$ cat config.mk
export PLATFORM = sky130hd
export DESIGN_NAME = eep_wr_slave
export DESIGN_NICKNAME = d
export VERILOG_FILES = /design/src/rtl/eep_wr_pkg.sv /design/src/rtl/eep_wr_edge.sv /design/src/rtl/eep_wr_shift.sv /design/src/rtl/eep_wr_slave.sv
export SDC_FILE = /design/constraint.sdc
export NUM_CORES = 1
export LEC_CHECK = 0
export BUFFER_PORTS_ARGS = -buffer_cell sky130_fd_sc_hd__clkbuf_2
export CAP_MARGIN = 20
export CORE_ASPECT_RATIO = 1.25
export CORE_MARGIN = 8
export CORE_UTILIZATION = 57
export DETAILED_ROUTE_END_ITERATION = 6
export HOLD_SLACK_MARGIN = 0.05
export PLACE_DENSITY = 0.82
export SYNTH_ARGS = -nofsm -noshare
export SYNTH_HDL_FRONTEND = slang
export SYNTH_SLANG_ARGS = --single-unit
export TNS_END_PERCENT = 30
$ cat constraint.sdc
create_clock -name clk -period 1.99 [get_ports clk]
set_input_delay 0.2985 -clock clk [delete_from_list [all_inputs] [get_ports clk]]
set_output_delay 0.2985 -clock clk [all_outputs]
set_load 0.01 [all_outputs]
$ cat src/rtl/eep_wr_pkg.sv
package eep_wr_pkg;

    localparam int BYTE_W = 8;
    localparam int ADDR_W = 16;
    localparam int SLOT_W = 4;

    // bit slot counter values inside one byte frame
    localparam logic [SLOT_W-1:0] SLOT_ACK   = 4'd8;  // eight bits shifted, ack clock next
    localparam logic [SLOT_W-1:0] SLOT_LAST  = 4'd9;  // ack clock seen
    localparam logic [SLOT_W-1:0] SLOT_TENTH = 4'd1;  // first clock after an ack

    typedef enum logic [2:0] {
        ST_IDLE,
        ST_DEVSEL,
        ST_ADDR_HI,
        ST_ADDR_LO,
        ST_DATA
    } wr_state_e;

    typedef struct packed {
        logic start;
        logic stop;
        logic rise;
        logic fall;
    } bus_ev_t;

    typedef struct packed {
        logic [ADDR_W-1:0] addr;
        logic [BYTE_W-1:0] data;
        logic              we;
    } wr_beat_t;

    // address of the next byte: only the low page bits advance, with wrap
    function automatic logic [ADDR_W-1:0] page_next(input logic [ADDR_W-1:0] a,
                                                    input int unsigned page_w);
        logic [ADDR_W-1:0] inc;
        logic [ADDR_W-1:0] res;
        inc = a + 1'b1;
        for (int i = 0; i < ADDR_W; i++) begin
            res[i] = (i < int'(page_w)) ? inc[i] : a[i];
        end
        return res;
    endfunction

    function automatic logic select_ok(input logic [BYTE_W-1:0] b,
                                       input logic [6:0]        dev);
        return (b[7:1] == dev) && !b[0];
    endfunction

endpackage

$ cat src/rtl/eep_wr_edge.sv
module eep_wr_edge
    import eep_wr_pkg::*;
(
    input  logic    clk,
    input  logic    rst,
    input  logic    scl_i,
    input  logic    sda_i,
    output bus_ev_t ev_o
);

    logic scl_q;
    logic sda_q;

    always_ff @(posedge clk) begin
        if (rst) begin
            scl_q <= 1'b1;
            sda_q <= 1'b1;
        end else begin
            scl_q <= scl_i;
            sda_q <= sda_i;
        end
    end

    always_comb begin
        ev_o.rise  = !scl_q && scl_i;
        ev_o.fall  = scl_q && !scl_i;
        ev_o.start = scl_q && scl_i && sda_q && !sda_i;
        ev_o.stop  = scl_q && scl_i && !sda_q && sda_i;
    end

    // a clock edge is never reported on two consecutive cycles
    p_edge_single_r10: assert property (@(posedge clk) disable iff (rst)
        (ev_o.rise || ev_o.fall) |=> !(ev_o.rise || ev_o.fall));

endmodule

$ cat src/rtl/eep_wr_shift.sv
module eep_wr_shift
    import eep_wr_pkg::*;
(
    input  logic              clk,
    input  logic              rst,
    input  logic              clear,
    input  bus_ev_t           ev,
    input  logic              sda_i,
    output logic [BYTE_W-1:0] byte_o,
    output logic [SLOT_W-1:0] slot_o,
    output logic              byte_done_o,
    output logic              ack_end_o
);

    logic [BYTE_W-1:0] shreg;
    logic [SLOT_W-1:0] slot;

    always_ff @(posedge clk) begin
        if (rst || clear) begin
            shreg <= '0;
            slot  <= '0;
        end else if (ev.rise) begin
            if (slot < SLOT_ACK) begin
                shreg <= {shreg[BYTE_W-2:0], sda_i};
            end
            if (slot != SLOT_LAST) begin
                slot <= slot + 1'b1;
            end
        end else if (ev.fall && slot == SLOT_LAST) begin
            slot <= '0;
        end
    end

    assign byte_o      = shreg;
    assign slot_o      = slot;
    assign byte_done_o = ev.fall && (slot == SLOT_ACK);
    assign ack_end_o   = ev.fall && (slot == SLOT_LAST);

    p_slot_range_r10: assert property (@(posedge clk) disable iff (rst)
        slot <= SLOT_LAST);

    p_done_then_ack_r10: assert property (@(posedge clk) disable iff (rst)
        byte_done_o |=> !byte_done_o && !ack_end_o);

endmodule

$ cat src/rtl/eep_wr_slave.sv
module eep_wr_slave
    import eep_wr_pkg::*;
#(
    parameter logic [6:0]  DEV_ADDR = 7'h50,
    parameter int unsigned PAGE_W   = 6
) (
    input  logic              clk,
    input  logic              rst,
    input  logic              scl_i,
    input  logic              sda_i,
    input  logic              wc_i,
    input  logic              busy_i,
    output logic              sda_oe_o,
    output logic              byte_valid_o,
    output logic [ADDR_W-1:0] byte_addr_o,
    output logic [BYTE_W-1:0] byte_data_o,
    output logic              byte_we_o,
    output logic              commit_o
);

    bus_ev_t           ev;
    logic [BYTE_W-1:0] rx_byte;
    logic [SLOT_W-1:0] slot;
    logic              byte_done;
    logic              ack_end;

    wr_state_e         state;
    logic [ADDR_W-1:0] addr_q;
    logic              ack_q;
    logic              data_acked_q;
    wr_beat_t          beat_q;
    logic              beat_vld_q;
    logic              commit_q;

    eep_wr_edge u_edge (
        .clk   (clk),
        .rst   (rst),
        .scl_i (scl_i),
        .sda_i (sda_i),
        .ev_o  (ev)
    );

    eep_wr_shift u_shift (
        .clk         (clk),
        .rst         (rst),
        .clear       (ev.start || ev.stop),
        .ev          (ev),
        .sda_i       (sda_i),
        .byte_o      (rx_byte),
        .slot_o      (slot),
        .byte_done_o (byte_done),
        .ack_end_o   (ack_end)
    );

    always_ff @(posedge clk) begin
        if (rst) begin
            state        <= ST_IDLE;
            addr_q       <= '0;
            ack_q        <= 1'b0;
            data_acked_q <= 1'b0;
            beat_q       <= '0;
            beat_vld_q   <= 1'b0;
            commit_q     <= 1'b0;
        end else begin
            beat_vld_q <= 1'b0;
            commit_q   <= 1'b0;
            if (busy_i) begin
                state        <= ST_IDLE;
                ack_q        <= 1'b0;
                data_acked_q <= 1'b0;
            end else if (ev.start) begin
                state        <= ST_DEVSEL;
                ack_q        <= 1'b0;
                data_acked_q <= 1'b0;
            end else if (ev.stop) begin
                if (state == ST_DATA && data_acked_q && slot == SLOT_TENTH) begin
                    commit_q <= 1'b1;
                end
                state        <= ST_IDLE;
                ack_q        <= 1'b0;
                data_acked_q <= 1'b0;
            end else begin
                if (ack_end) begin
                    ack_q <= 1'b0;
                end
                if (byte_done) begin
                    unique case (state)
                        ST_DEVSEL: begin
                            if (select_ok(rx_byte, DEV_ADDR)) begin
                                ack_q <= 1'b1;
                                state <= ST_ADDR_HI;
                            end else begin
                                state <= ST_IDLE;
                            end
                        end
                        ST_ADDR_HI: begin
                            ack_q                         <= 1'b1;
                            addr_q[ADDR_W-1:BYTE_W]       <= rx_byte;
                            state                         <= ST_ADDR_LO;
                        end
                        ST_ADDR_LO: begin
                            ack_q               <= 1'b1;
                            addr_q[BYTE_W-1:0]  <= rx_byte;
                            state               <= ST_DATA;
                        end
                        ST_DATA: begin
                            beat_vld_q   <= 1'b1;
                            beat_q.addr  <= addr_q;
                            beat_q.data  <= rx_byte;
                            beat_q.we    <= !wc_i;
                            ack_q        <= !wc_i;
                            data_acked_q <= !wc_i;
                            addr_q       <= page_next(addr_q, PAGE_W);
                        end
                        default: begin
                        end
                    endcase
                end
            end
        end
    end

    assign sda_oe_o     = ack_q;
    assign byte_valid_o = beat_vld_q;
    assign byte_addr_o  = beat_q.addr;
    assign byte_data_o  = beat_q.data;
    assign byte_we_o    = beat_q.we;
    assign commit_o     = commit_q;

    p_ack_after_byte_r10: assert property (@(posedge clk) disable iff (rst)
        $rose(sda_oe_o) |-> $past(byte_done));

    p_busy_quiet_r9: assert property (@(posedge clk) disable iff (rst)
        busy_i |=> !sda_oe_o);

    p_we_follows_wc_r4: assert property (@(posedge clk) disable iff (rst)
        byte_valid_o |-> (byte_we_o == !$past(wc_i)));

    p_commit_on_stop_r6: assert property (@(posedge clk) disable iff (rst)
        commit_o |-> $past(ev.stop));

    p_commit_single_r6: assert property (@(posedge clk) disable iff (rst)
        commit_o |=> !commit_o);

endmodule

==> results of run 1 <==
cell type report:
cell class | count | area share
clock buffers | 9 | 0.0407
clock inverters | 7 | 0.0242
inverters | 5 | 0.00616
multi-input cells | 229 | 0.426
flip-flops and latches | 62 | 0.408
well taps | 58 | 0.0238
repair buffers | 40 | 0.0715
critical path, delay by kind of cell (launching register included):
kind,cells,cell delay (ns)
AND/OR/NAND/NOR,3,0.88
flip-flops,1,0.41
buffers and inverters,1,0.31
AO/OA/AOI/OAI,1,0.14
how the worst min path moves through the flow:
stage	from	endpoint	slack, ns	cells after the start
6_report	wc_i	byte_we_o	0.19	2
5_1_grt	wc_i	byte_we_o	0.18	2
4_1_cts	wc_i	byte_we_o	0.17	2
3_5_place_dp	addr_q[12]	byte_addr_o[12]	0.44	2
3_3_place_gp	addr_q[13]	byte_addr_o[13]	0.44	2
2_1_floorplan	wc_i	byte_we_o	0.39	1
sequential cells by signal (all words and copies together) (netlist names):
register,flops
commit_o,1
u_shift.slot_o,4
u_shift.byte_o,8
addr_q,16
byte_addr_o,16
u_edge.scl_q,1
data_acked_q,1
sda_oe_o,1
byte_we_o,1
state,3
byte_valid_o,1
u_edge.sda_q,1
byte_data_o,8
cells by family (layout without fill, tap and decap cells):
family,after synthesis,in the layout,share of synthesized area
XOR/XNOR,2,2,0.00665
AO/OA/AOI/OAI,77,77,0.165
buffers and inverters,21,61,0.0361
flip-flops,62,62,0.471
adder cells (fa/ha/maj),4,4,0.0190
AND/OR/NAND/NOR,136,136,0.264
multiplexers,10,10,0.0380
placed cells by master (no fill, tap or decap), drive strengths merged, types with 4 or more instances in the layout:
cell type | Yosys | layout
dfxtp | 62 | 62
nor2b | 4 | 4
mux2i | 10 | 10
nand2b | 6 | 6
nor3 | 4 | 4
nor4 | 5 | 5
nor2 | 20 | 20
inv | 5 | 6
and3 | 4 | 4
nand2 | 66 | 66
nand3 | 7 | 7
and2 | 4 | 4
ha | 4 | 4
o21ai | 16 | 16
buf | 7 | 7
clkinvlp | 0 | 4
clkbuf | 9 | 42
a21oi | 44 | 44
through the flow:
step                power [W]  instances  instance area, um^2
finish                0.00241        410                 3050
global route          0.00249        410                 3050
CTS                   0.00243        410                 3050
detailed placement    0.00135        394                 2850
global placement      0.00135        394                 2850
floorplan             0.00133        312                 2630
where the power goes:
part	switching [W]	total [W]	internal, W
logic	0.0000478	0.0000685	0.0000207
registers	0.00000754	0.00125	0.00124
clock network	0.000511	0.00109	0.000579
total	0.000566	0.00241	0.00184
routing by layer:
| metal | vias to the layer above | routed length [um] | track usage |
|---|---|---|---|
| li1 | 1160 | - | - |
| met1 | 1059 | 2580 | 0.188 |
| met2 | 62 | 2650 | 0.264 |
| met3 | 21 | 390 | 0.0693 |
| met4 | 0 | 176 | 0.108 |
| met5 | - | 0 | 0 |
==> flow_summary.json, run 1 <==
{
  "outcome": "completed",
  "syn_inst": 312,
  "design.final.nets": 357,
  "postRouteAntennaNets": 0,
  "n_antenna_cell": 0,
  "numPortBuffers": 33,
  "clock_tree.buffer_depth": 2,
  "static-leakage-power_nw": 1.11,
  "cts_inserted_buffers": 9,
  "synth.avg_cell_area_um2": 8.44,
  "cts_hold_buf": 0,
  "vias": 2302,
  "fp.dieArea_um2": 7070,
  "initial_core_util": 0.595,
  "yosys.cell_count.top_type": "nand2_1",
  "cts.repair_timing.setup_buffer_count": 0,
  "postSynthRegisterBits": 62,
  "timing.critical_path.slowest_cell_delay_ns": 0.51,
  "worstPathArrival_ns": 2.07,
  "drt_wl_total_um": 5790,
  "die_y_um": 92,
  "gp_routability_congestion": 0.903,
  "drt-initial-drc-count": 146,
  "fmaxAchievable_ghz": 0.555,
  "synth-seq-area-share": 0.471,
  "timing_worst_setup_path_type": "flip-flop to flip-flop",
  "die_w_um": 76.8,
  "reg2reg_slack_ns": 0.19,
  "finalHoldViolCount": 0,
  "grt_pass1_vias": 2163,
  "number_of_levels_in_the_clock_h_tree": 3,
  "crit_path_to": "byte_data_o[7]",
  "drt-wirelength-per-cell_um": 14.1,
  "syn_to_final_growth_pct": 15.6,
  "synth.cells.most_frequent": "nand2_1, dfxtp_1, a21oi_1, nor2_1, o21ai_0",
  "multi_input_area_um2": 1300,
  "maxCapViolCount": 0,
  "synth_largest_area_cell": "dfxtp_1",
  "cts_resized": 0,
  "ctsRootBufferMaster": "clkbuf_8",
  "synth.top_cell.area_share": 0.471,
  "synth_top_flop_cell": "dfxtp_1",
  "detail_route.vias_per_cell": 5.61,
  "synth.net_count": 322,
  "startpoint_type": "flip-flop",
  "warnings_synthesis": 0,
  "boundaryPins": 34,
  "worst-path-max-fanout": 21,
  "timing.critical_path.from": "state[0]",
  "synthArstFlopShare": 0,
  "period_needed_ns": 1.80,
  "post-route-drc-count": 0,
  "synthTopCellsByArea": "dfxtp_1, nand2_1, a21oi_1, mux2i_1, o21ai_0",
  "number_of_enable_flip_flop_cells_after_synthesis": 0,
  "grt_first_pass_wirelength_um": 9800,
  "preCtsSetupSlack_ns": 0.229,
  "report.final.slew_viol_count": 0,
  "ir_worst_vdd_uv": 429,
  "fin_ws_ns": 0.190,
  "finish.utilization": 0.688,
  "clock_sink_count": 62,
  "grt_start_max_net_pins": 45,
  "core.rowCount": 27,
  "worstSetupEndpointType": "flip-flop",
  "synthDistinctLibCells": 43,
  "worstPathCellList": "or3b_1 -> nor3_4 -> buf_4 -> nand2_1 -> a21oi_1",
  "num-fill-cells": 366,
  "grt_util_all_layers": 0.169,
  "register_area_um2": 1240,
  "antenna_violations_before_repair": 0,
  "type_of_the_most_critical_hold_path": "input pin to flip-flop",
  "clk_pin_slew_worst_paths_ns": 0.07,
  "clock_tree_from_tritoncts": "yes",
  "rsz0062_at_grt": "false",
  "clk_latency_ns": 0.34,
  "final_min_period_over_clock_period": 0.905,
  "rr_startpoint": "state[0]",
  "worst_slew_margin_rel": 0.627,
  "mappedNetlistArea_um2": 2630,
  "grt_overflow_total": 0,
  "power-per-cell-area_nw_per_um2": 791,
  "r2r.worst_path.cells": 5,
  "placeableCoreArea_um2": 4430,
  "skew_ns": 0.00691,
  "dp_hpwl_um": 4010,
  "timing.hold.ws_ns": 0.186,
  "finalSetupTns_ns": 0,
  "critical_path.slowest_cell": "or3b_1",
  "final-setup-viol-count": 0,
  "worstPathRequired_ns": 2.26,
  "final_layout_size_suffix_gt1_frac": 0.176,
  "detail_route.first_pass.iterations": 4,
  "worstMarginPinSlew_ns": 0.557,
  "worstReg2RegEnd": "byte_data_o[7]"
}
No activity file was read; power rests on OpenSTA's default activity.
==> inputs of run 2 (changes only) <==
Settings changed: SETUP_SLACK_MARGIN set to 0.4.
==> run 2 against run 1 <==
Cell count rose by 5.4%. Register-to-register slack improved by 0.15 ns. Die area did not move. Worst hold slack got worse by 0.023 ns. Critical path depth rose by 2. Sequential cell count did not move. Power rose by 2.7%. Critical endpoint is now byte_data_o[0]. Largest cell class unchanged.
==> flow_summary.json, run 2 (synthesized netlist as in run 1, its figures left out) <==
{
  "outcome": "completed",
  "finalHoldViolCount": 0,
  "preCtsSetupSlack_ns": 0.178,
  "vias": 2423,
  "type_of_the_most_critical_hold_path": "input pin to flip-flop",
  "final_area_um2": 3360,
  "clock_tree_from_tritoncts": "yes",
  "design.final.nets": 379,
  "final_min_period_over_clock_period": 0.832,
  "static-leakage-power_nw": 1.27,
  "drt_wl_total_um": 6690,
  "die_y_um": 92,
  "skew_ns": 0.00879,
  "worstMarginPinSlew_ns": 0.553,
  "drt-wirelength-per-cell_um": 15.5,
  "grt_use_met3": 0.0547,
  "initial_core_util": 0.595,
  "grt_pass1_vias": 2202,
  "clk_latency_ns": 0.34,
  "dp_hpwl_um": 4060,
  "rsz0062_at_grt": "true",
  "worstPathArrival_ns": 1.93,
  "syn_to_final_growth_pct": 27.7,
  "n_antenna_cell": 0,
  "final-setup-viol-count": 0,
  "layout.cells.most_common": "nand2_1",
  "worst-path-max-fanout": 8,
  "clk_pin_slew_worst_paths_ns": 0.07,
  "drt-initial-drc-count": 190,
  "power-per-cell-area_nw_per_um2": 736,
  "cts_inserted_buffers": 9,
  "grt_start_max_net_pins": 45,
  "multi_input_area_um2": 1380,
  "clock_sink_count": 62,
  "finish.cell_count_without_fillers": 432,
  "postRouteAntennaNets": 0,
  "final_layout_size_suffix_gt1_frac": 0.299,
  "grt_util_all_layers": 0.175,
  "clock_tree.buffer_depth": 2,
  "worstPathRequired_ns": 2.26,
  "boundaryPins": 34,
  "critical-path-top-delay-family": "simple AND/OR/NAND/NOR gates",
  "period_needed_ns": 1.66,
  "worst_slew_margin_rel": 0.629,
  "dpl.cell_count": 396,
  "core.rowCount": 27,
  "detail_route.vias_per_cell": 5.61,
  "globalRoute.busiestLayer": "met2",
  "antenna_violations_before_repair": 0,
  "groute.layer.met2.usage": 0.290,
  "gp_routability_congestion": 0.895,
  "timing.critical_path.slowest_cell_delay_ns": 0.41,
  "worstPathCellList": "or3b_4 -> buf_6 -> nor3_4 -> buf_6 -> buf_6 -> nand2_2 -> a21oi_2",
  "critical_path.slowest_cell": "or3b_4",
  "numPortBuffers": 33,
  "detail_route.first_pass.iterations": 4,
  "met1_usage": 0.196,
  "timing_worst_setup_path_type": "flip-flop to flip-flop",
  "finalSetupTns_ns": 0,
  "worstSetupEndpointType": "flip-flop",
  "grt_overflow_total": 0,
  "detailed_place.area_um2": 2870,
  "grt_first_pass_wirelength_um": 10100,
  "ir_worst_vdd_uv": 577,
  "worstPathBufferInverterCount": 3,
  "register_area_um2": 1260,
  "fin_ws_ns": 0.335,
  "fmaxAchievable_ghz": 0.604,
  "crit_top_cell": "buf_6",
  "sum_of_internal_switching_and_leakage_power_w": 0.00247,
  "layout.cells.most_common_list": "nand2_1, dfxtp_1, a21oi_1",
  "number_of_levels_in_the_clock_h_tree": 3,
  "report.final.slew_viol_count": 0,
  "ctsRootBufferMaster": "clkbuf_8",
  "die_w_um": 76.8,
  "placeableCoreArea_um2": 4430,
  "fp.dieArea_um2": 7070,
  "num-fill-cells": 322,
  "maxCapViolCount": 0,
  "post-route-drc-count": 0,
  "startpoint_type": "flip-flop"
}
==> run 2: cell type report <==
class                   instances  area share
well taps                      58      0.0216
inverters                       5     0.00707
multi-input cells             229       0.411
repair buffers                 62       0.123
clock inverters                 6      0.0205
flip-flops and latches         62       0.376
clock buffers                  10      0.0409
==> run 2: through the flow <==
stage | util | hold slack [ns]
6_report | 0.760 | 0.164
5_1_grt | 0.760 | 0.163
4_1_cts | 0.709 | 0.160
3_5_place_dp | 0.649 | 0.443
3_3_place_gp | 0.649 | 0.440
2_1_floorplan | - | 0.394
==> run 2: final timing paths <==
kind	startpoint	cells past startpoint	to	slack [ns]
max	state[0]	7	byte_data_o[0]	0.33
min	wc_i	2	byte_we_o	0.16
min reg2reg	byte_addr_o[11]	2	byte_addr_o[11]	0.45
max reg2reg	state[0]	7	byte_data_o[0]	0.33
==> run 2: what timing repair did <==
item | in CTS | in global routing
gates resized for setup | 16 | 36
cloned | 0 | 2
setup buffers | 3 | 15
endpoints found under the setup margin | 44 | 43
hold buffers | 0 | 0
pin swaps | 6 | 12
==> run 2: where the power goes <==
| group | internal (W) | switching (W) | total (W) |
|---|---|---|---|
| Combinational | 0.0000300 | 0.0000561 | 0.0000861 |
| Clock | 0.000618 | 0.000523 | 0.00114 |
| Sequential | 0.00124 | 0.00000801 | 0.00125 |
==> run 2: layer usage <==
| metal | up-vias | part of all wire |
|---|---|---|
| met3 | 12 | 0.055 |
| li1 | 1207 | - |
| met1 | 1125 | 0.43 |
| met5 | - | 0 |
| met2 | 79 | 0.49 |
| met4 | 0 | 0.021 |
